--- config.mk ---
export PLATFORM = sky130hd
export DESIGN_NAME = tfc_core
export DESIGN_NICKNAME = d
export VERILOG_FILES = /design/src/rtl/tfc_pkg.sv /design/src/rtl/tfc_regfile.sv /design/src/rtl/tfc_control.sv /design/src/rtl/tfc_datapath.sv /design/src/rtl/tfc_core.sv
export SDC_FILE = /design/constraint.sdc
export NUM_CORES = 2
export LEC_CHECK = 0
export CAP_MARGIN = 10
export CORE_ASPECT_RATIO = 1.1
export CORE_MARGIN = 2
export CORE_UTILIZATION = 34
export CTS_BUF_LIST = sky130_fd_sc_hd__clkbuf_16
export DETAILED_ROUTE_END_ITERATION = 10
export DONT_BUFFER_PORTS = 1
export GPL_TIMING_DRIVEN = 1
export REMOVE_ABC_BUFFERS = 1
export SETUP_SLACK_MARGIN = 0.1
export SLEW_MARGIN = 20
export SYNTH_ARGS = -nofsm -noshare
export SYNTH_HDL_FRONTEND = slang
export SYNTH_SLANG_ARGS = --single-unit
--- constraint.sdc ---
create_clock -name clk -period 5.3 [get_ports clk]
set_input_delay 0 -clock clk [delete_from_list [all_inputs] [get_ports clk]]
set_output_delay 0 -clock clk [all_outputs]
set_load 0.05 [all_outputs]
--- src/rtl/tfc_pkg.sv ---
package tfc_pkg;
  localparam int DATA_W   = 32;
  localparam int REG_CNT  = 32;
  localparam int LINK_REG = 31;

  localparam logic [5:0] OP_REG   = 6'd0;
  localparam logic [5:0] OP_JMP   = 6'd2;
  localparam logic [5:0] OP_JAL   = 6'd3;
  localparam logic [5:0] OP_BEQ   = 6'd4;
  localparam logic [5:0] OP_BNE   = 6'd5;
  localparam logic [5:0] OP_ADDI  = 6'd8;
  localparam logic [5:0] OP_SLTI  = 6'd10;
  localparam logic [5:0] OP_UPPER = 6'd15;
  localparam logic [5:0] OP_LOAD  = 6'd35;
  localparam logic [5:0] OP_STORE = 6'd43;

  localparam logic [5:0] FN_JR  = 6'd8;
  localparam logic [5:0] FN_ADD = 6'd32;
  localparam logic [5:0] FN_SUB = 6'd34;
  localparam logic [5:0] FN_SLT = 6'd42;

  typedef enum logic [1:0] {ALU_ADD, ALU_SUB, ALU_SLT} aluOpT;
  typedef enum logic [1:0] {DST_RT, DST_RD, DST_LINK} dstSelT;
  typedef enum logic [1:0] {WB_ALU, WB_MEM, WB_UPPER, WB_LINK} wbSelT;

  typedef struct packed {
    logic   regWrite;
    dstSelT dstSel;
    wbSelT  wbSel;
    aluOpT  aluOp;
    logic   useImm;
    logic   memWrite;
    logic   brEq;
    logic   brNe;
    logic   jumpAbs;
    logic   jumpReg;
  } ctrlT;
endpackage

--- src/rtl/tfc_regfile.sv ---
module tfc_regfile #(
  parameter int WIDTH = 32,
  parameter int DEPTH = 32,
  localparam int AW = $clog2(DEPTH)
) (
  input  logic             clk,
  input  logic             rstN,
  input  logic [AW-1:0]    raddrA,
  input  logic [AW-1:0]    raddrB,
  output logic [WIDTH-1:0] rdataA,
  output logic [WIDTH-1:0] rdataB,
  input  logic             we,
  input  logic [AW-1:0]    waddr,
  input  logic [WIDTH-1:0] wdata
);
  logic [WIDTH-1:0] regs [DEPTH];

  always_ff @(posedge clk or negedge rstN) begin
    if (!rstN) begin
      for (int i = 0; i < DEPTH; i++) regs[i] <= '0;
    end else if (we && waddr != '0) begin
      regs[waddr] <= wdata;
    end
  end

  assign rdataA = (raddrA == '0) ? '0 : regs[raddrA];
  assign rdataB = (raddrB == '0) ? '0 : regs[raddrB];
endmodule

--- src/rtl/tfc_control.sv ---
module tfc_control
  import tfc_pkg::*;
(
  input  logic       clk,
  input  logic       rstN,
  input  logic [5:0] opcode,
  input  logic [5:0] funct,
  output ctrlT       ctrl
);
  always_comb begin
    ctrl = '0;
    unique case (opcode)
      OP_REG: begin
        ctrl.dstSel = DST_RD;
        case (funct)
          FN_ADD: begin ctrl.regWrite = 1'b1; ctrl.aluOp = ALU_ADD; end
          FN_SUB: begin ctrl.regWrite = 1'b1; ctrl.aluOp = ALU_SUB; end
          FN_SLT: begin ctrl.regWrite = 1'b1; ctrl.aluOp = ALU_SLT; end
          FN_JR:  ctrl.jumpReg = 1'b1;
          default: ;
        endcase
      end
      OP_JMP: ctrl.jumpAbs = 1'b1;
      OP_JAL: begin
        ctrl.jumpAbs  = 1'b1;
        ctrl.regWrite = 1'b1;
        ctrl.dstSel   = DST_LINK;
        ctrl.wbSel    = WB_LINK;
      end
      OP_BEQ: ctrl.brEq = 1'b1;
      OP_BNE: ctrl.brNe = 1'b1;
      OP_ADDI: begin ctrl.regWrite = 1'b1; ctrl.useImm = 1'b1; end
      OP_SLTI: begin
        ctrl.regWrite = 1'b1;
        ctrl.useImm   = 1'b1;
        ctrl.aluOp    = ALU_SLT;
      end
      OP_UPPER: begin ctrl.regWrite = 1'b1; ctrl.wbSel = WB_UPPER; end
      OP_LOAD: begin
        ctrl.regWrite = 1'b1;
        ctrl.useImm   = 1'b1;
        ctrl.wbSel    = WB_MEM;
      end
      OP_STORE: begin ctrl.memWrite = 1'b1; ctrl.useImm = 1'b1; end
      default: ;
    endcase
  end

  AST_STORE_NO_REGWRITE: assert property (@(posedge clk) disable iff (!rstN)
    ctrl.memWrite |-> !ctrl.regWrite);
  AST_ONE_REDIRECT: assert property (@(posedge clk) disable iff (!rstN)
    $onehot0({ctrl.brEq, ctrl.brNe, ctrl.jumpAbs, ctrl.jumpReg}));
  AST_LINK_TO_RA: assert property (@(posedge clk) disable iff (!rstN)
    (opcode == OP_JAL) |-> (ctrl.regWrite && ctrl.dstSel == DST_LINK));
endmodule

--- src/rtl/tfc_datapath.sv ---
module tfc_datapath
  import tfc_pkg::*;
#(
  parameter logic [DATA_W-1:0] RESET_PC = 32'h0040_0000
) (
  input  logic              clk,
  input  logic              rstN,
  input  ctrlT              ctrl,
  input  logic [DATA_W-1:0] instr,
  output logic [DATA_W-1:0] pcOut,
  output logic [DATA_W-1:0] dmemAddr,
  output logic [DATA_W-1:0] dmemWdata,
  output logic              dmemWe,
  input  logic [DATA_W-1:0] dmemRdata
);
  localparam int RAW = $clog2(REG_CNT);

  logic [DATA_W-1:0] pc, pcPlus4, pcNext, immSext, opB, aluRes, wrData;
  logic [DATA_W-1:0] rsData, rtData;
  logic [RAW-1:0]    rsAddr, rtAddr, rdAddr, wrAddr;
  logic [15:0]       imm16;
  logic [25:0]       target;
  logic              isEqual, branchTaken;
  logic [4:0]        unusedShamt;

  assign rsAddr      = instr[25:21];
  assign rtAddr      = instr[20:16];
  assign rdAddr      = instr[15:11];
  assign unusedShamt = instr[10:6];
  assign imm16       = instr[15:0];
  assign target      = instr[25:0];
  assign immSext     = {{(DATA_W-16){imm16[15]}}, imm16};

  tfc_regfile #(.WIDTH(DATA_W), .DEPTH(REG_CNT)) regs_i (
    .clk(clk), .rstN(rstN),
    .raddrA(rsAddr), .raddrB(rtAddr),
    .rdataA(rsData), .rdataB(rtData),
    .we(ctrl.regWrite), .waddr(wrAddr), .wdata(wrData)
  );

  assign opB = ctrl.useImm ? immSext : rtData;
  always_comb begin
    unique case (ctrl.aluOp)
      ALU_SUB: aluRes = rsData - opB;
      ALU_SLT: aluRes = {{(DATA_W-1){1'b0}}, $signed(rsData) < $signed(opB)};
      default: aluRes = rsData + opB;
    endcase
  end

  assign isEqual     = (rsData == rtData);
  assign branchTaken = (ctrl.brEq && isEqual) || (ctrl.brNe && !isEqual);
  assign pcPlus4     = pc + 32'd4;

  always_comb begin
    if (ctrl.jumpReg)      pcNext = rsData;
    else if (ctrl.jumpAbs) pcNext = {pcPlus4[31:28], target, 2'b00};
    else if (branchTaken)  pcNext = pcPlus4 + (immSext << 2);
    else                   pcNext = pcPlus4;
  end

  always_ff @(posedge clk or negedge rstN) begin
    if (!rstN) pc <= RESET_PC;
    else       pc <= pcNext;
  end

  always_comb begin
    unique case (ctrl.dstSel)
      DST_RD:   wrAddr = rdAddr;
      DST_LINK: wrAddr = RAW'(LINK_REG);
      default:  wrAddr = rtAddr;
    endcase
    unique case (ctrl.wbSel)
      WB_MEM:   wrData = dmemRdata;
      WB_UPPER: wrData = {imm16, 16'h0000};
      WB_LINK:  wrData = pcPlus4;
      default:  wrData = aluRes;
    endcase
  end

  assign pcOut     = pc;
  assign dmemAddr  = aluRes;
  assign dmemWdata = rtData;
  assign dmemWe    = ctrl.memWrite;

  AST_RESET_PC: assert property (@(posedge clk) disable iff (!rstN)
    $rose(rstN) |-> (pc == RESET_PC));
  AST_R0_READS_ZERO: assert property (@(posedge clk) disable iff (!rstN)
    (rsAddr == '0) |-> (rsData == '0));
  AST_SEQ_PC: assert property (@(posedge clk) disable iff (!rstN)
    (!ctrl.jumpReg && !ctrl.jumpAbs && !ctrl.brEq && !ctrl.brNe)
      |=> (pc == $past(pc) + 32'd4));
  AST_PC_ALIGNED: assert property (@(posedge clk) disable iff (!rstN)
    pc[1:0] == 2'b00);
endmodule

--- src/rtl/tfc_core.sv ---
module tfc_core
  import tfc_pkg::*;
#(
  parameter logic [31:0] RESET_PC = 32'h0040_0000
) (
  input  logic        clk,
  input  logic        rstN,
  output logic [31:0] imemAddr,
  input  logic [31:0] imemData,
  output logic [31:0] dmemAddr,
  output logic [31:0] dmemWdata,
  output logic        dmemWe,
  input  logic [31:0] dmemRdata
);
  ctrlT ctrl;

  tfc_control ctl_i (
    .clk(clk), .rstN(rstN),
    .opcode(imemData[31:26]), .funct(imemData[5:0]),
    .ctrl(ctrl)
  );

  tfc_datapath #(.RESET_PC(RESET_PC)) dp_i (
    .clk(clk), .rstN(rstN), .ctrl(ctrl), .instr(imemData),
    .pcOut(imemAddr), .dmemAddr(dmemAddr), .dmemWdata(dmemWdata),
    .dmemWe(dmemWe), .dmemRdata(dmemRdata)
  );
endmodule

# Word-level counts from Yosys, hierarchy flattened

Cells that the tools add are included.

Register bits after elaboration: 1056
Input port bits: 66
Output and inout bits: 97
Logic and storage cells: 111

$add $sub $neg: 4
Order comparisons: 5
Equality and inequality tests: 21
Muxes and demuxes: 31
Bitwise gates (word level): 3
Reductions and logical operators: 14

Operator list:

| cell                                                 | number |
|---|---|
| bitwise mux 1024 bit                                 | 1 |
| 2-to-1 mux 32 bit                                    | 11 |
| binary-select mux 32 bit (select 5 bit)              | 2 |
| demux 32 bit (select 5 bit)                          | 1 |
| case mux 32 bit (3 select lines)                     | 1 |
| adder 32 bit                                         | 2 |
| case mux 32 bit (2 select lines)                     | 1 |
| adder 32 x 3 -> 32 bit (second input constant)       | 1 |
| equality test 32 bit                                 | 1 |
| < comparator 32 bit                                  | 1 |
| subtractor 32 bit                                    | 1 |
| equality test 6 bit (second input constant)          | 5 |
| equality test 6 x 4 -> 1 bit (second input constant) | 4 |
| >= comparator 6 bit (second input constant)          | 3 |
| NOT 5 -> 6 bit                                       | 3 |
| equality test 6 x 2 -> 1 bit (second input constant) | 2 |
| equality test 6 x 3 -> 1 bit (second input constant) | 2 |
| case mux 2 bit (2 select lines)                      | 3 |
| logical NOT 5 bit                                    | 2 |
| case mux 5 bit (2 select lines)                      | 1 |
| equality test 2 bit (second input constant)          | 4 |
| 2-to-1 mux 1 bit                                     | 8 |
| equality test 2 x 1 -> 1 bit (second input constant) | 3 |
| logical NOT 6 bit                                    | 1 |
| 11 further kinds                                     | 14 |

# Depth between registers and ports, before layout

Word-level depth: 12
Depth in mapped cells: 25
Gate-level depth less buffers: 21

# Cells and area by module

Synthesis repeated with hierarchy kept, for this count alone.

Cells, all modules: 4801
Area, all modules: 63407.1 um^2

By module, submodules not included:

| module       | times used | cells an instance | area an instance (um^2) | sequential area each (um^2) |
|---|---|---|---|---|
| tfc_regfile  | 1          | 3514              | 54019.3                 | 25624.6 |
| tfc_datapath | 1          | 1249              | 9112.5                  | 802.0 |
| tfc_control  | 1          | 38                | 275.3                   | 0.0 |

# Worst setup path after synthesis

OpenSTA, ideal clock, no wires.

Kind: input port to flip-flop
Start: in imemData[16]
End: reg dp_i.regs_i.regs[126] (netlist name)
Setup time: 0.065 ns
Arrival time: 6.009 ns
Required time: 5.235 ns
Slack: -0.774 ns
Stages: 23
Buffers on the path: 5
Path through: buf_4 > buf_4 > buf_2 > mux4_2 > mux2i_1 > nor2_1 > nor4_1 > inv_1 > o21ai_0 > ha_1 > clkbuf_1 > nand4b_1 > nor2_1 > a221o_1 > a221oi_1 > o21ai_1 > nand3_1 > o31ai_1 > o32a_1 > a21oi_1 > o21a_1 > clkbuf_1 > mux2_2

Cells in the longest elaborated chain, start to end: 10
Elaborated cells on any way between the ends: 21
Classes of those cells: 2 x add/sub; 2 x order compare; 11 x mux; 2 x bitwise; 4 x reduce/logical

Ends and longest elaborated chain:

| element                                              | RTL line                               | RTL |
|---|---|---|
| start: declaration                                   | tfc_core.sv:9                          | `input logic [31:0] imemData,` |
| NOT 5 -> 6 bit (implied by the code)                 | tfc_regfile.sv:27                      | `assign rdataB = (raddrB == '0) ? '0 : regs[raddrB];` |
| binary-select mux 32 bit (select 5 bit)              | tfc_regfile.sv:27                      |  |
| 2-to-1 mux 32 bit (implied by the code) (2 in a row) | tfc_regfile.sv:27                      |  |
| 2-to-1 mux 32 bit (*)                                | tfc_regfile.sv:27                      |  |
| named net dmemWdata[17]                              | tfc_core.sv:11                         | `output logic [31:0] dmemWdata,` |
| 2-to-1 mux 32 bit (*)                                | tfc_datapath.sv:41                     | `assign opB = ctrl.useImm ? immSext : rtData;` |
| adder 32 bit or subtractor 32 bit (tied branches)    | tfc_datapath.sv:46, tfc_datapath.sv:44 |  |
| case mux 32 bit (2 select lines) (*)                 | tfc_datapath.sv:43                     | `unique case (ctrl.aluOp)` |
| named net dmemAddr[30]                               | tfc_core.sv:10                         | `output logic [31:0] dmemAddr,` |
| case mux 32 bit (3 select lines) (*)                 | tfc_datapath.sv:72                     | `unique case (ctrl.wbSel)` |
| bitwise mux 1024 bit (*)                             | tfc_regfile.sv:22                      | `regs[waddr] <= wdata;` |
| end signal: indexed assignment                       | tfc_regfile.sv:22                      |  |
| end: declaration                                     | tfc_regfile.sv:16                      | `logic [WIDTH-1:0] regs [DEPTH];` |

The timed path passes the listed nets; every way through them passes the cells marked *. The select of a mux whose other input is x is not followed.
A chain may end at the register's enable or synchronous reset.

# Final worst setup path

Start: reg dp_i.regs_i.regs[352] (netlist name)
End: out dmemAddr[24]

Cells in the longest elaborated chain, start to end: 7
Elaborated cells on any way between the ends: 12
Classes of those cells: 2 x add/sub; 10 x mux

Ends and longest elaborated chain:

| element                                              | RTL line |
|---|---|
| binary-select mux 32 bit (select 5 bit)              | tfc_regfile.sv:27 |
| 2-to-1 mux 32 bit (implied by the code) (2 in a row) | tfc_regfile.sv:27 |
| 2-to-1 mux 32 bit                                    | tfc_regfile.sv:27 |
| 2-to-1 mux 32 bit                                    | tfc_datapath.sv:41 |
| adder 32 bit or subtractor 32 bit (tied branches)    | tfc_datapath.sv:46, tfc_datapath.sv:44 |
| case mux 32 bit (2 select lines) (*)                 | tfc_datapath.sv:43 |
| end: declaration                                     | tfc_core.sv:10 |

Every way passes the cells marked *; elsewhere a longest branch is shown, timed or not. The select of a mux whose other input is x is not followed.

==> impl_metrics.toml <==
[clock_tree]
clockBufferDepth = 3
htreeDepth = 3
clkSinkCount = 1056
clock_latency_ps = 780
cts_tree = "built"
cts-buffers-inserted = 113
ctsRootBufferMaster = "clkbuf_16"
cts.clk_slew.worst_paths_ps = 60

[worst_setup_path]
worstReg2RegStart = "dp_i.regs_i.regs[352]"
arrival_ps = 5630
worstSetupPathType = "register to output port"
crit_top_cell = "buf_4"
r2r_end = "dp_i.regs_i.regs[254]"
crit_required_ps = 5300
critPathLaunch = "dp_i.regs_i.regs[352]"
start_kind = "register"
r2r_cells = 23
setup.worst_path.end_class = "output port"
cpPeakStageDelay_ps = 530
crit_fanout = 3
crit_slowest_cell = "mux4_2"
cp_cell_sequence = "mux4_2 -> mux4_2 -> a21o_4 -> nor2_4 -> nor2_4 -> buf_6 -> ha_4 -> fa_2 -> a21oi_2 -> o21bai_2 -> a211oi_2 -> buf_4 -> o41ai_4 -> a221oi_2 -> buf_4 -> buf_6 -> o31ai_4 -> a21o_1 -> a21oi_2 -> xnor2_1 -> a2bb2oi_2 -> buf_4 -> clkinvlp_4 -> buf_8"
worst-r2r-setup-slack_ps = -290
cp-endpoint = "dmemAddr[24]"

[sta]
setup-violations-final = 103
clock-skew-final_ps = 36.9
fin_crit_sh_pct = 106
tns_ps = -15540
tightest_slew_ps = 1480
fin_crit_ps = 5630
hold_viol_final = 0
maxSlewViolCount = 0
grt_setup_unrepaired = "yes"
clock.fmax_mhz = 178
finalWorstSetupSlack_ps = -334
maxSlewHeadroom_pct = 1.41

[synth]
yosys_warnings = 0
syn_inst = 5777
postSynthAreaPerCell_um2 = 10.5
async_flop_share_pct = 100
synth_edf_count = 0
synth_seq_cells = 1056
synth_cell_types = 85
synth_seq_area_share_pct = 43.6
synth_area_um2 = 60600
ys.flop_type = "dfrtp_1"

[detailed_routing]
drtIter0Drc = 5645
drc = 0
route.vias.total = 50869
ant_nets = 0
wire_per_inst_um = 29.3
drt-total-wl_um = 251000
routed_via_density = 5.94
first_pass_iters = 6

[finish]
final_common_cell = "nand2_1"
fin_area_um2 = 74000
final_cell_mix = "nand2_1, dfrtp_1, o21ai_0, mux4_2, buf_4"
drive_gt1_share_pct = 28.3
fin_nets = 6243
areaGrowthSynthToFinish_pct = 22.1
fillers = 16980

[placement]
gp_congestion = 0.991
portBuffers = 0
dp_hpwl_um = 154000
dp_worst_setup_slack_ps = -649
placed_cell_area_um2 = 66200

[grt]
grt_use_total_pct = 27.4
grt_pass1_wl_um = 360000
grt_max_degree = 274
grt.overflow.total = 0
grt_pass1_vias = 49878
antenna_found_initial = 24

[floorplan]
placementRows = 162
ioPinCount = 163
die-width_um = 407
core_area_um2 = 177000
start_util_pct = 34.2
dieArea_um2 = 182000
die_h_um = 447

[outcome]
outcome = "finished with violations"
violations = "setup timing"

[power]
p_total_w = 0.0233
peakVddDrop_mv = 0.293
leakagePower_nw = 32.0
power_density_nw_per_um2 = 316

[run]
drv_cap = 0

[worst_hold_path]
hold_class = "primary input to register"
-- timing repair --
action | in CTS | in global routing
pin swaps | 140 | 84
endpoints found under the setup margin | 444 | 441
hold buffers | 106 | 0
buffers inserted | 72 | 39
cloned | 10 | 9
endpoints found under the hold margin | 1463 | 0
resized for setup | 315 | 232
-- sequential cells by signal, summed over array words and instances (netlist names) --
register,flops
dp_i.pcOut,32
dp_i.regs_i.regs,1024
-- worst max-delay path, delay by kind of cell, from the launching register on --
family | cells | cell delay, ps
fa+ha+maj | 2 | 510
buf+inv | 7 | 1040
flops | 1 | 400
simple gates | 2 | 230
compound gates | 10 | 1610
mux | 2 | 1010
xor+xnor | 1 | 90
-- final cells by class --
cell class | instances | area (µm²) | share of cell area [%]
clock inverter | 97 | 800 | 1.08
multi-input combinational | 4048 | 33400 | 45.1
inverter | 119 | 455 | 0.616
antenna | 10 | 25.0 | 0.0338
tap | 2378 | 2980 | 4.02
timing repair buffer | 739 | 7090 | 9.58
clock buffer | 114 | 2850 | 3.86
sequential | 1056 | 26400 | 35.7
-- report_power, final --
part / switching, W / total [W] / internal (W) / leakage [nW]
registers: 0.000672 / 0.00926 / 0.00859 / 14.6
logic: 0.00346 / 0.00608 / 0.00262 / 15.6
clock network: 0.00352 / 0.00801 / 0.00448 / 1.88
-- kinds of logic after synthesis --
| kind of cell | after synthesis | synth area share (%) |
|---|---|---|
| muxes | 730 | 22.7 |
| adders and majority gates | 100 | 2.10 |
| buffers and inverters | 673 | 4.66 |
| and+or+nand+nor | 1541 | 10.4 |
| xor gates and xnor gates | 104 | 1.50 |
| AOI/OAI and AO/OA | 1573 | 15.0 |
| DFF | 1056 | 43.6 |
-- cell usage after synthesis (all sizes together) (6+ instances only) --
cell / number / area, µm²
nand2b: 20 / 125
o22a: 6 / 52.6
o21ai: 1006 / 5030
mux2i: 130 / 1310
xnor2: 71 / 622
inv: 116 / 435
a211o: 8 / 70.1
nand4: 25 / 156
a31oi: 17 / 106
nor3: 27 / 135
and2: 16 / 100
mux4: 507 / 11400
a2111oi: 6 / 52.6
a22o: 19 / 166
a221oi: 41 / 365
o211ai: 12 / 95.1
a21oi: 148 / 744
a22oi: 50 / 375
o32a: 10 / 100
a211oi: 29 / 218
o22ai: 67 / 419
nand3: 52 / 260
nor4: 19 / 134
nor2: 209 / 785
buf: 120 / 749
xor2: 33 / 289
clkbuf: 434 / 1630
mux2: 93 / 1050
o31ai: 12 / 95.1
nand2: 1106 / 4150
ha: 97 / 1210
o221ai: 22 / 193
o21a: 12 / 90.1
and3: 11 / 68.8
dfrtp: 1055 / 26400
or2: 6 / 37.5
a21o: 40 / 300
nor2b: 26 / 163
o21bai: 23 / 173
-- stage by stage --
stage | util [%] | hold slack (ps) | instances
2_1_floorplan | - | -296 | 5223
3_3_place_gp | 37.3 | 44.5 | 8119
6_report | 41.8 | 32.9 | 8561
5_1_grt | 41.8 | 38.9 | 8553
3_5_place_dp | 37.3 | 47.3 | 8119
4_1_cts | 41.1 | 0.405 | 8514
-- layer usage --
metal / GRT usage (%) / part of all wire (%) / routed length, µm / up-vias
met5: 0 / 0.065 / 164 / -
met4: 14.8 / 6.3 / 15900 / 26
met3: 8.62 / 12 / 29500 / 599
met2: 39.9 / 43 / 107000 / 2710
met1: 36.2 / 39 / 98200 / 25856
li1: - / - / - / 21678
-- worst min-delay path by stage --
stage / from / end / slack, ps / cells after the start
floorplan: rstN / dp_i.pcOut[0] / -300 / 0
global placement: rstN / dp_i.regs_i.regs[748] / 40 / 1
detailed placement: rstN / dp_i.regs_i.regs[748] / 50 / 1
CTS: imemData[26] / dp_i.pcOut[31] / 0.4 / 5
global route: imemData[25] / dp_i.pcOut[0] / 40 / 5
finish: imemData[26] / dp_i.pcOut[31] / 30 / 5
Note: power is estimated with default switching activity, not from simulation.
